===== src/rtl/sguard_pkg.sv =====
package sguard_pkg;

  localparam int STAT_W   = 8;
  localparam int BIT_WIP  = 0;
  localparam int BIT_WEL  = 1;
  localparam int BIT_BP0  = 2;
  localparam int BIT_BP1  = 3;
  localparam int BIT_LOCK = 7;

  // Strobes from control to datapath; each is a one-cycle update order.
  typedef struct packed {
    logic setWel;
    logic clrWel;
    logic setWip;
    logic clrWip;
    logic loadPersist;
  } sg_strobe_t;

endpackage


===== src/rtl/sguard_range.sv =====
module sguard_range #(
  parameter int ADDR_W = 10,
  parameter int PAGE_W = 5
) (
  input  logic [ADDR_W-1:0] startAddr,
  input  logic [PAGE_W-1:0] lenM1,
  input  logic [1:0]        bpCode,
  output logic              touchesProt
);
  localparam logic [ADDR_W-1:0] QTR_LO  = {2'b11, {(ADDR_W-2){1'b0}}};
  localparam logic [ADDR_W-1:0] HALF_LO = {1'b1, {(ADDR_W-1){1'b0}}};

  logic [PAGE_W:0]   offSum;
  logic              wraps;
  logic [ADDR_W-1:0] maxTouched;

  always_comb begin
    offSum = {1'b0, startAddr[PAGE_W-1:0]} + {1'b0, lenM1};
    wraps  = offSum[PAGE_W];
    // A wrapping burst reaches the top byte of its page.
    if (wraps) maxTouched = {startAddr[ADDR_W-1:PAGE_W], {PAGE_W{1'b1}}};
    else       maxTouched = {startAddr[ADDR_W-1:PAGE_W], offSum[PAGE_W-1:0]};
  end

  // Protected windows all extend to the top of the space, so the highest
  // touched byte alone decides overlap.
  always_comb begin
    unique case (bpCode)
      2'b00:   touchesProt = 1'b0;
      2'b01:   touchesProt = (maxTouched >= QTR_LO);
      2'b10:   touchesProt = (maxTouched >= HALF_LO);
      default: touchesProt = 1'b1;
    endcase
  end
endmodule


===== src/rtl/sguard_dp.sv =====
module sguard_dp
  import sguard_pkg::*;
#(
  parameter int ADDR_W = 10,
  parameter int PAGE_W = 5
) (
  input  logic              clk,
  input  logic              rstN,
  input  logic              coldRstN,
  input  sg_strobe_t        strobe,
  input  logic [STAT_W-1:0] statWrData,
  input  logic              memWrReq,
  input  logic [ADDR_W-1:0] memWrAddr,
  input  logic [PAGE_W-1:0] memWrLen,
  output logic              wel,
  output logic              wip,
  output logic              lock,
  output logic              hit,
  output logic [STAT_W-1:0] statusByte
);
  logic [1:0] bp;
  logic       rangeHit;

  sguard_range #(.ADDR_W(ADDR_W), .PAGE_W(PAGE_W)) uRange (
    .startAddr  (memWrAddr),
    .lenM1      (memWrLen),
    .bpCode     (bp),
    .touchesProt(rangeHit)
  );

  assign hit = memWrReq & rangeHit;

  // Persistent bits: only a cold reset clears them.
  always_ff @(posedge clk) begin
    if (!coldRstN) begin
      lock <= 1'b0;
      bp   <= 2'b00;
    end else if (strobe.loadPersist) begin
      lock <= statWrData[BIT_LOCK];
      bp   <= {statWrData[BIT_BP1], statWrData[BIT_BP0]};
    end
  end

  // Volatile bits: either reset clears them.
  always_ff @(posedge clk) begin
    if (!rstN || !coldRstN) begin
      wel <= 1'b0;
      wip <= 1'b0;
    end else begin
      if (strobe.clrWel)      wel <= 1'b0;
      else if (strobe.setWel) wel <= 1'b1;
      if (strobe.clrWip)      wip <= 1'b0;
      else if (strobe.setWip) wip <= 1'b1;
    end
  end

  always_comb begin
    statusByte           = '0;
    statusByte[BIT_LOCK] = lock;
    statusByte[BIT_BP1]  = bp[1];
    statusByte[BIT_BP0]  = bp[0];
    statusByte[BIT_WEL]  = wel;
    statusByte[BIT_WIP]  = wip;
  end
endmodule


===== src/rtl/sguard_ctrl.sv =====
module sguard_ctrl
  import sguard_pkg::*;
(
  input  logic       wpN,
  input  logic       enableCmd,
  input  logic       disableCmd,
  input  logic       statWrReq,
  input  logic       memWrReq,
  input  logic       writeDone,
  input  logic       wel,
  input  logic       wip,
  input  logic       lock,
  input  logic       hit,
  output logic       memWrGrant,
  output logic       memWrDeny,
  output logic       statWrGrant,
  output logic       statWrDeny,
  output sg_strobe_t strobe
);
  logic statSel, disSel, enSel, hwLock, cycleEnd;

  always_comb begin
    hwLock   = lock & ~wpN;
    cycleEnd = writeDone & wip;

    // Priority: page write, status write, disable, enable.
    memWrGrant  = memWrReq & wel & ~wip & ~hit;
    memWrDeny   = memWrReq & ~memWrGrant;
    statSel     = statWrReq & ~memWrReq;
    statWrGrant = statSel & wel & ~wip & ~hwLock;
    statWrDeny  = statSel & ~statWrGrant;
    disSel      = disableCmd & ~memWrReq & ~statWrReq & ~wip;
    enSel       = enableCmd & ~disableCmd & ~memWrReq & ~statWrReq & ~wip;

    strobe             = '0;
    strobe.setWel      = enSel;
    strobe.clrWel      = disSel | cycleEnd;
    strobe.setWip      = memWrGrant | statWrGrant;
    strobe.clrWip      = cycleEnd;
    strobe.loadPersist = statWrGrant;
  end
endmodule


===== src/rtl/sguard.sv =====
module sguard
  import sguard_pkg::*;
#(
  parameter int ADDR_W = 10,
  parameter int PAGE_W = 5
) (
  input  logic              clk,
  input  logic              rstN,
  input  logic              coldRstN,
  input  logic              wpN,
  input  logic              enableCmd,
  input  logic              disableCmd,
  input  logic              statWrReq,
  input  logic [7:0]        statWrData,
  input  logic              memWrReq,
  input  logic [ADDR_W-1:0] memWrAddr,
  input  logic [PAGE_W-1:0] memWrLen,
  input  logic              writeDone,
  output logic [7:0]        statusByte,
  output logic              memWrGrant,
  output logic              memWrDeny,
  output logic              statWrGrant,
  output logic              statWrDeny,
  output logic              protHit
);
  sg_strobe_t strobe;
  logic wel, wip, lock;

  sguard_ctrl uCtrl (
    .wpN(wpN), .enableCmd(enableCmd), .disableCmd(disableCmd),
    .statWrReq(statWrReq), .memWrReq(memWrReq), .writeDone(writeDone),
    .wel(wel), .wip(wip), .lock(lock), .hit(protHit),
    .memWrGrant(memWrGrant), .memWrDeny(memWrDeny),
    .statWrGrant(statWrGrant), .statWrDeny(statWrDeny), .strobe(strobe)
  );

  sguard_dp #(.ADDR_W(ADDR_W), .PAGE_W(PAGE_W)) uDp (
    .clk(clk), .rstN(rstN), .coldRstN(coldRstN), .strobe(strobe),
    .statWrData(statWrData), .memWrReq(memWrReq), .memWrAddr(memWrAddr),
    .memWrLen(memWrLen), .wel(wel), .wip(wip), .lock(lock),
    .hit(protHit), .statusByte(statusByte)
  );
endmodule


===== config.mk =====
export PLATFORM = sky130hd
export DESIGN_NAME = sguard
export DESIGN_NICKNAME = d
export VERILOG_FILES = /design/src/rtl/sguard_pkg.sv /design/src/rtl/sguard_range.sv /design/src/rtl/sguard_dp.sv /design/src/rtl/sguard_ctrl.sv /design/src/rtl/sguard.sv
export SDC_FILE = /design/constraint.sdc
export NUM_CORES = 1
export LEC_CHECK = 0
export ABC_AREA = 0
export ABC_CLOCK_PERIOD_IN_PS = 1300
export BUFFER_PORTS_ARGS = -buffer_cell sky130_fd_sc_hd__buf_2
export CAP_MARGIN = 0
export CORE_AREA = 3 3 40 42
export DETAILED_ROUTE_END_ITERATION = 12
export DIE_AREA = 0 0 43 45
export PLACE_DENSITY = 0.7
export REMOVE_ABC_BUFFERS = 1
export SETUP_SLACK_MARGIN = 0.02
export SLEW_MARGIN = 20
export SYNTH_ARGS = -nofsm -noshare
export SYNTH_HDL_FRONTEND = slang
export SYNTH_SLANG_ARGS = --single-unit

===== constraint.sdc =====
create_clock -name clk -period 1.3 [get_ports clk]
set_clock_uncertainty 0.1 [all_clocks]
set_input_delay 0.26 -clock clk [delete_from_list [all_inputs] [get_ports clk]]
set_output_delay 0.26 -clock clk [all_outputs]
set_load 0.005 [all_outputs]

# Word-level counts from Yosys, hierarchy flattened
# Index checks and enable logic that the tools add are counted.
# totals
wordCells,47
register_bits,5
in_bits,32
output_inout_bits,13
# classes
n_eq_ne,2
mux,2
magnitude_cmp,2
addsub,1
reduce_logical,6
bitwise_logic,30
# ops
cell,n
>= comparator 10 bit (second input constant),2
AND 1 bit,19
NOT 1 bit,9
adder 5 x 5 -> 6 bit,1
2-to-1 mux 5 bit,1
OR reduction 2 bit,2
case mux 1 bit (3 select lines),1
equality test 2 x 1 -> 1 bit (second input constant),1
equality test 2 bit (second input constant),1
logical NOT 1 bit,2
logical NOT 2 bit,1
OR 1 bit,2
logical OR 1 bit,1

# Logic depth before layout (Yosys ltp)
# logic_depth
depth_word,9
depth_mapped,3
mapped_depth_nobuf,3

# By module
# Synthesis repeated with hierarchy kept, for this count alone.
# hier_totals
hier_cells,45
area_unflattened_um2,375.4
# by_module_without_submodules
mod,seq_area_each_um2,area_per_inst_um2,cells_each,instances
sguard_dp,100.1,225.2,24,1
sguard_ctrl,0.0,136.4,18,1
sguard_range,0.0,13.8,3,1

# Worst setup path before layout
# No wires, ideal clock.
# synth_timing
path_type,flip-flop to output port
startpoint,reg uDp.bp[0]
endpoint,out memWrDeny
required_ps,940
t_arrival_ps,858
slack_ps,82
path_buffers,0
stages_incl_launch_ff,4
path_cell_list,dfxtp_1 -> o21ai_0 -> a21boi_1 -> o21a_1
# synth_via
elab_chain_len,7
word_cells_on_any_way,9
classes_between,2 x eq/ne; 1 x mux; 5 x bitwise; 1 x reduce/logical
# synth_lines
element,line,source
start: declaration,sguard_dp.sv:21,logic [1:0] bp;
start signal: assignment,sguard_dp.sv:40,"bp <= {statWrData[BIT_BP1], statWrData[BIT_BP0]};"
equality test 2 bit (tied with other cells),sguard_range.sv:28,unique case (bpCode)
case mux 1 bit (3 select lines) *,sguard_range.sv:28,
AND 1 bit *,sguard_dp.sv:31,assign hit = memWrReq & rangeHit;
net protHit,sguard.sv:24,output logic protHit
NOT 1 bit *,sguard_ctrl.sv:27,memWrGrant = memWrReq & wel & ~wip & ~hit;
AND 1 bit *,sguard_ctrl.sv:27,
NOT 1 bit *,sguard_ctrl.sv:28,memWrDeny = memWrReq & ~memWrGrant;
AND 1 bit *,sguard_ctrl.sv:28,
end: declaration,sguard.sv:21,"output logic memWrDeny,"
# The timed path passes the listed nets; every way through them passes the cells marked *.

# Final worst setup path
# layout_timing
startpoint,reg uDp.bp[0]
endpoint,out memWrDeny
# layout_via
elab_chain_len,7
word_cells_on_any_way,9
classes_between,2 x eq/ne; 1 x mux; 5 x bitwise; 1 x reduce/logical
# layout_lines
element,line
equality test 2 bit (tied with other cells),sguard_range.sv:28
case mux 1 bit (3 select lines) *,sguard_range.sv:28
AND 1 bit *,sguard_dp.sv:31
NOT 1 bit *,sguard_ctrl.sv:27
AND 1 bit *,sguard_ctrl.sv:27
NOT 1 bit *,sguard_ctrl.sv:28
AND 1 bit *,sguard_ctrl.sv:28
# Mark *: on every way between the ends. The rest lies on a longest branch, timed or not.

==> metrics.yaml <==
die_w_um: 43
outcome: "finished with violations"
dr_total_vias: 457
io-pin-count: 45
root_buffer: "clkbuf_4"
hp-class: "input pin to flip-flop"
critPathLaunchType: "flip-flop"
diodes: 0
tritoncts: "built"
wire_per_inst_um: 11.80
synth.avg_cell_area_um2: 8.230
ir_drop_uv: 394.5
synth_area_leaders: "dfxtp_1 27%, buf_4 12%, a21oi_1 6.8%, o31ai_1 6.1%, nor3_2 5.4%"
ctsHoldBuffers: 0
rsz0062_at_grt: "true"
start_util_pct: 28.82
area_delta_synth_final_pct: 82.09
die_h_um: 45
grt_pass1_vias: 428
r2r_cells: 5
setup_viol: 5
period_share_pct: 113.2
path_class: "flip-flop to output pin"
violations: "negative setup slack"
fp.dieArea_um2: 1935
hold_viol: 0
placed_area_um2: 519.2
dp_hpwl_um: 805.1
cts_max_path_buffers: 2
grt_pass1_wl_mm: 1.718
yosysUniqueCellTypes: 24
routed_wl_mm: 1.145
syn_area_um2: 370.4
synth_top_area_cell: "dfxtp_1"
slew_viol_final: 0
worst_slack_ps: -172.1
min_path_cells: 2
clkTransAtPathRegs_ps: 50
track_usage_pct: 12.09
ys_ff_latch: 5
netlist_instances: 45
leakagePower_nw: 0.3173
ys_seq_area_share_pct: 27.03
grtUsageMet1_pct: 13.32
netlist.area_leader.share_pct: 27.03
io_buffers: 23
grt.busiest_layer: "met2"
holdCritStartpoint: "disableCmd"
htreeDepth: 1
first_iter_violations: 8
rrSetupSlack_ps: 60
grt_max_degree: 6
grtUsageMet2_pct: 19.76
design_area_um2: 674.4
overflow: 0
drive_gt1_share_pct: 73.17
row_count: 13
cp_max_fo: 4
reg2reg_from: "uDp.lock$_SDFFE_PN0P_"
ys_warn_count: 0
use_met3_pct: 5.179
postRouteAntennaNets: 0
place.gp.congestion: 0.8184
cts_made_buffers: 3
worst_ep_arrival_time_ps: 1110
nets: 115
firstDrtPassIters: 2
drc: 0
power_density_nw_per_um2: 620.7
final_core_util_pct: 52.48
antenna_found_initial: 0
viasPerCell: 4.711
cp.required_ps: 940
reg2reg_to: "uDp.lock$_SDFFE_PN0P_"
maxCapViolCount: 0
fin_crit_ps: 1472
fin_setup_tns_ps: -564.1
cts.sinks: 5
power_uw: 418.6
endpoint_kind: "output pin"
dp_slack_ps: -22.46
insertion_delay_ps: 250
coreArea_um2: 1285
hold_end: "uDp.wel$_SDFFE_PP0P_"
fmax_mhz: 679.3
n_fill_cell: 131
==> stage by stage <==
stage	cells	hold WS [ps]
global placement	86	344.0
CTS	93	82.60
finish	97	87.02
global route	97	95.92
detailed placement	86	354.8
floorplan	41	256.9
==> worst max-delay path, stage by stage, from the launching register on <==
cell	delay, ps
dfxtp_4	360
nand3_2	60
a21boi_2	200
o21a_1	140
buf_2	100
==> layer usage <==
metal	wire, um	vias to the layer above
met3	115	4
met5	0	-
met2	570	20
met4	17	0
li1	-	234
met1	441	199
==> power by group <==
| group | switching (mW) | leakage [nW] | internal, mW |
|---|---|---|---|
| combinational | 0.0365 | 0.259 | 0.0410 |
| sequential | 0.00198 | 0.0438 | 0.150 |
| clock | 0.0728 | 0.0150 | 0.117 |
| total | 0.111 | 0.317 | 0.307 |
==> how the worst max path moves through the flow <==
stage                                 from         end  cells after the start
floorplan           uDp.bp[0]$_SDFFE_PN0P_   memWrDeny                      3
global placement              memWrAddr[9]  memWrGrant                      5
detailed placement            memWrAddr[9]  memWrGrant                      5
CTS                 uDp.bp[0]$_SDFFE_PN0P_  memWrGrant                      4
global route        uDp.bp[0]$_SDFFE_PN0P_   memWrDeny                      4
finish              uDp.bp[0]$_SDFFE_PN0P_   memWrDeny                      4
==> synthesized netlist by cell type <==
cell type and instances:
and2b_2 1, a21boi_1 1, conb_1 1, o21ai_0 1, dfxtp_1 5, nor3b_1 1
buf_4 6, nand2_1 2, nand2b_2 2, and2_2 1, a21oi_1 5, nand4_1 3
o21a_1 1, nand3_1 1, o31ai_1 3, a2111oi_1 1, nor3_2 2, a21o_1 1
inv_1 1, o31a_1 1, a221oi_1 1, nand2b_1 1, nor2_1 1, nor2b_1 2
==> cell type report <==
type	count	area (um^2)	area share (%)
clock buffers	4	26.28	3.896
inverters	1	3.754	0.5566
multi-input cells	35	291.5	43.23
flip-flops and latches	5	113.9	16.88
well taps	15	18.77	2.783
repair buffers	37	220.2	32.65
==> logic make-up (layout without fill, tap and decap cells) <==
kind of cell           Yosys count  count (layout)  synth area share, %
flip-flops                       5               5                27.03
AND/OR/NAND/NOR                 17              17                31.08
other                            1               3                1.013
AO/OA/AOI/OAI                   15              15                27.70
buffers and inverters            7              42                13.17
==> placed cells by master (no fill, tap or decap), types with 2 or more instances in the layout <==
cell type / instances
conb_1: 3
a21oi_1: 4
dfxtp_4: 3
buf_2: 23
o31ai_1: 2
nand4_1: 3
dfxtp_2: 2
buf_4: 14
nor3_4: 2
nand2_1: 2
clkbuf_4: 3
==> sequential cells by signal (all words and copies together), names as in the netlist <==
signal    count
uDp.wel       1
uDp.lock      1
uDp.wip       1
uDp.bp        2
==> what timing repair did <==
item,in CTS,in global routing
endpoints found under the hold margin,0,0
gates resized for setup,13,9
pin swaps,5,3
buffers inserted,3,4
setup endpoints to repair,7,7
gates cloned,0,0
No activity file was read; power rests on OpenSTA's default activity.
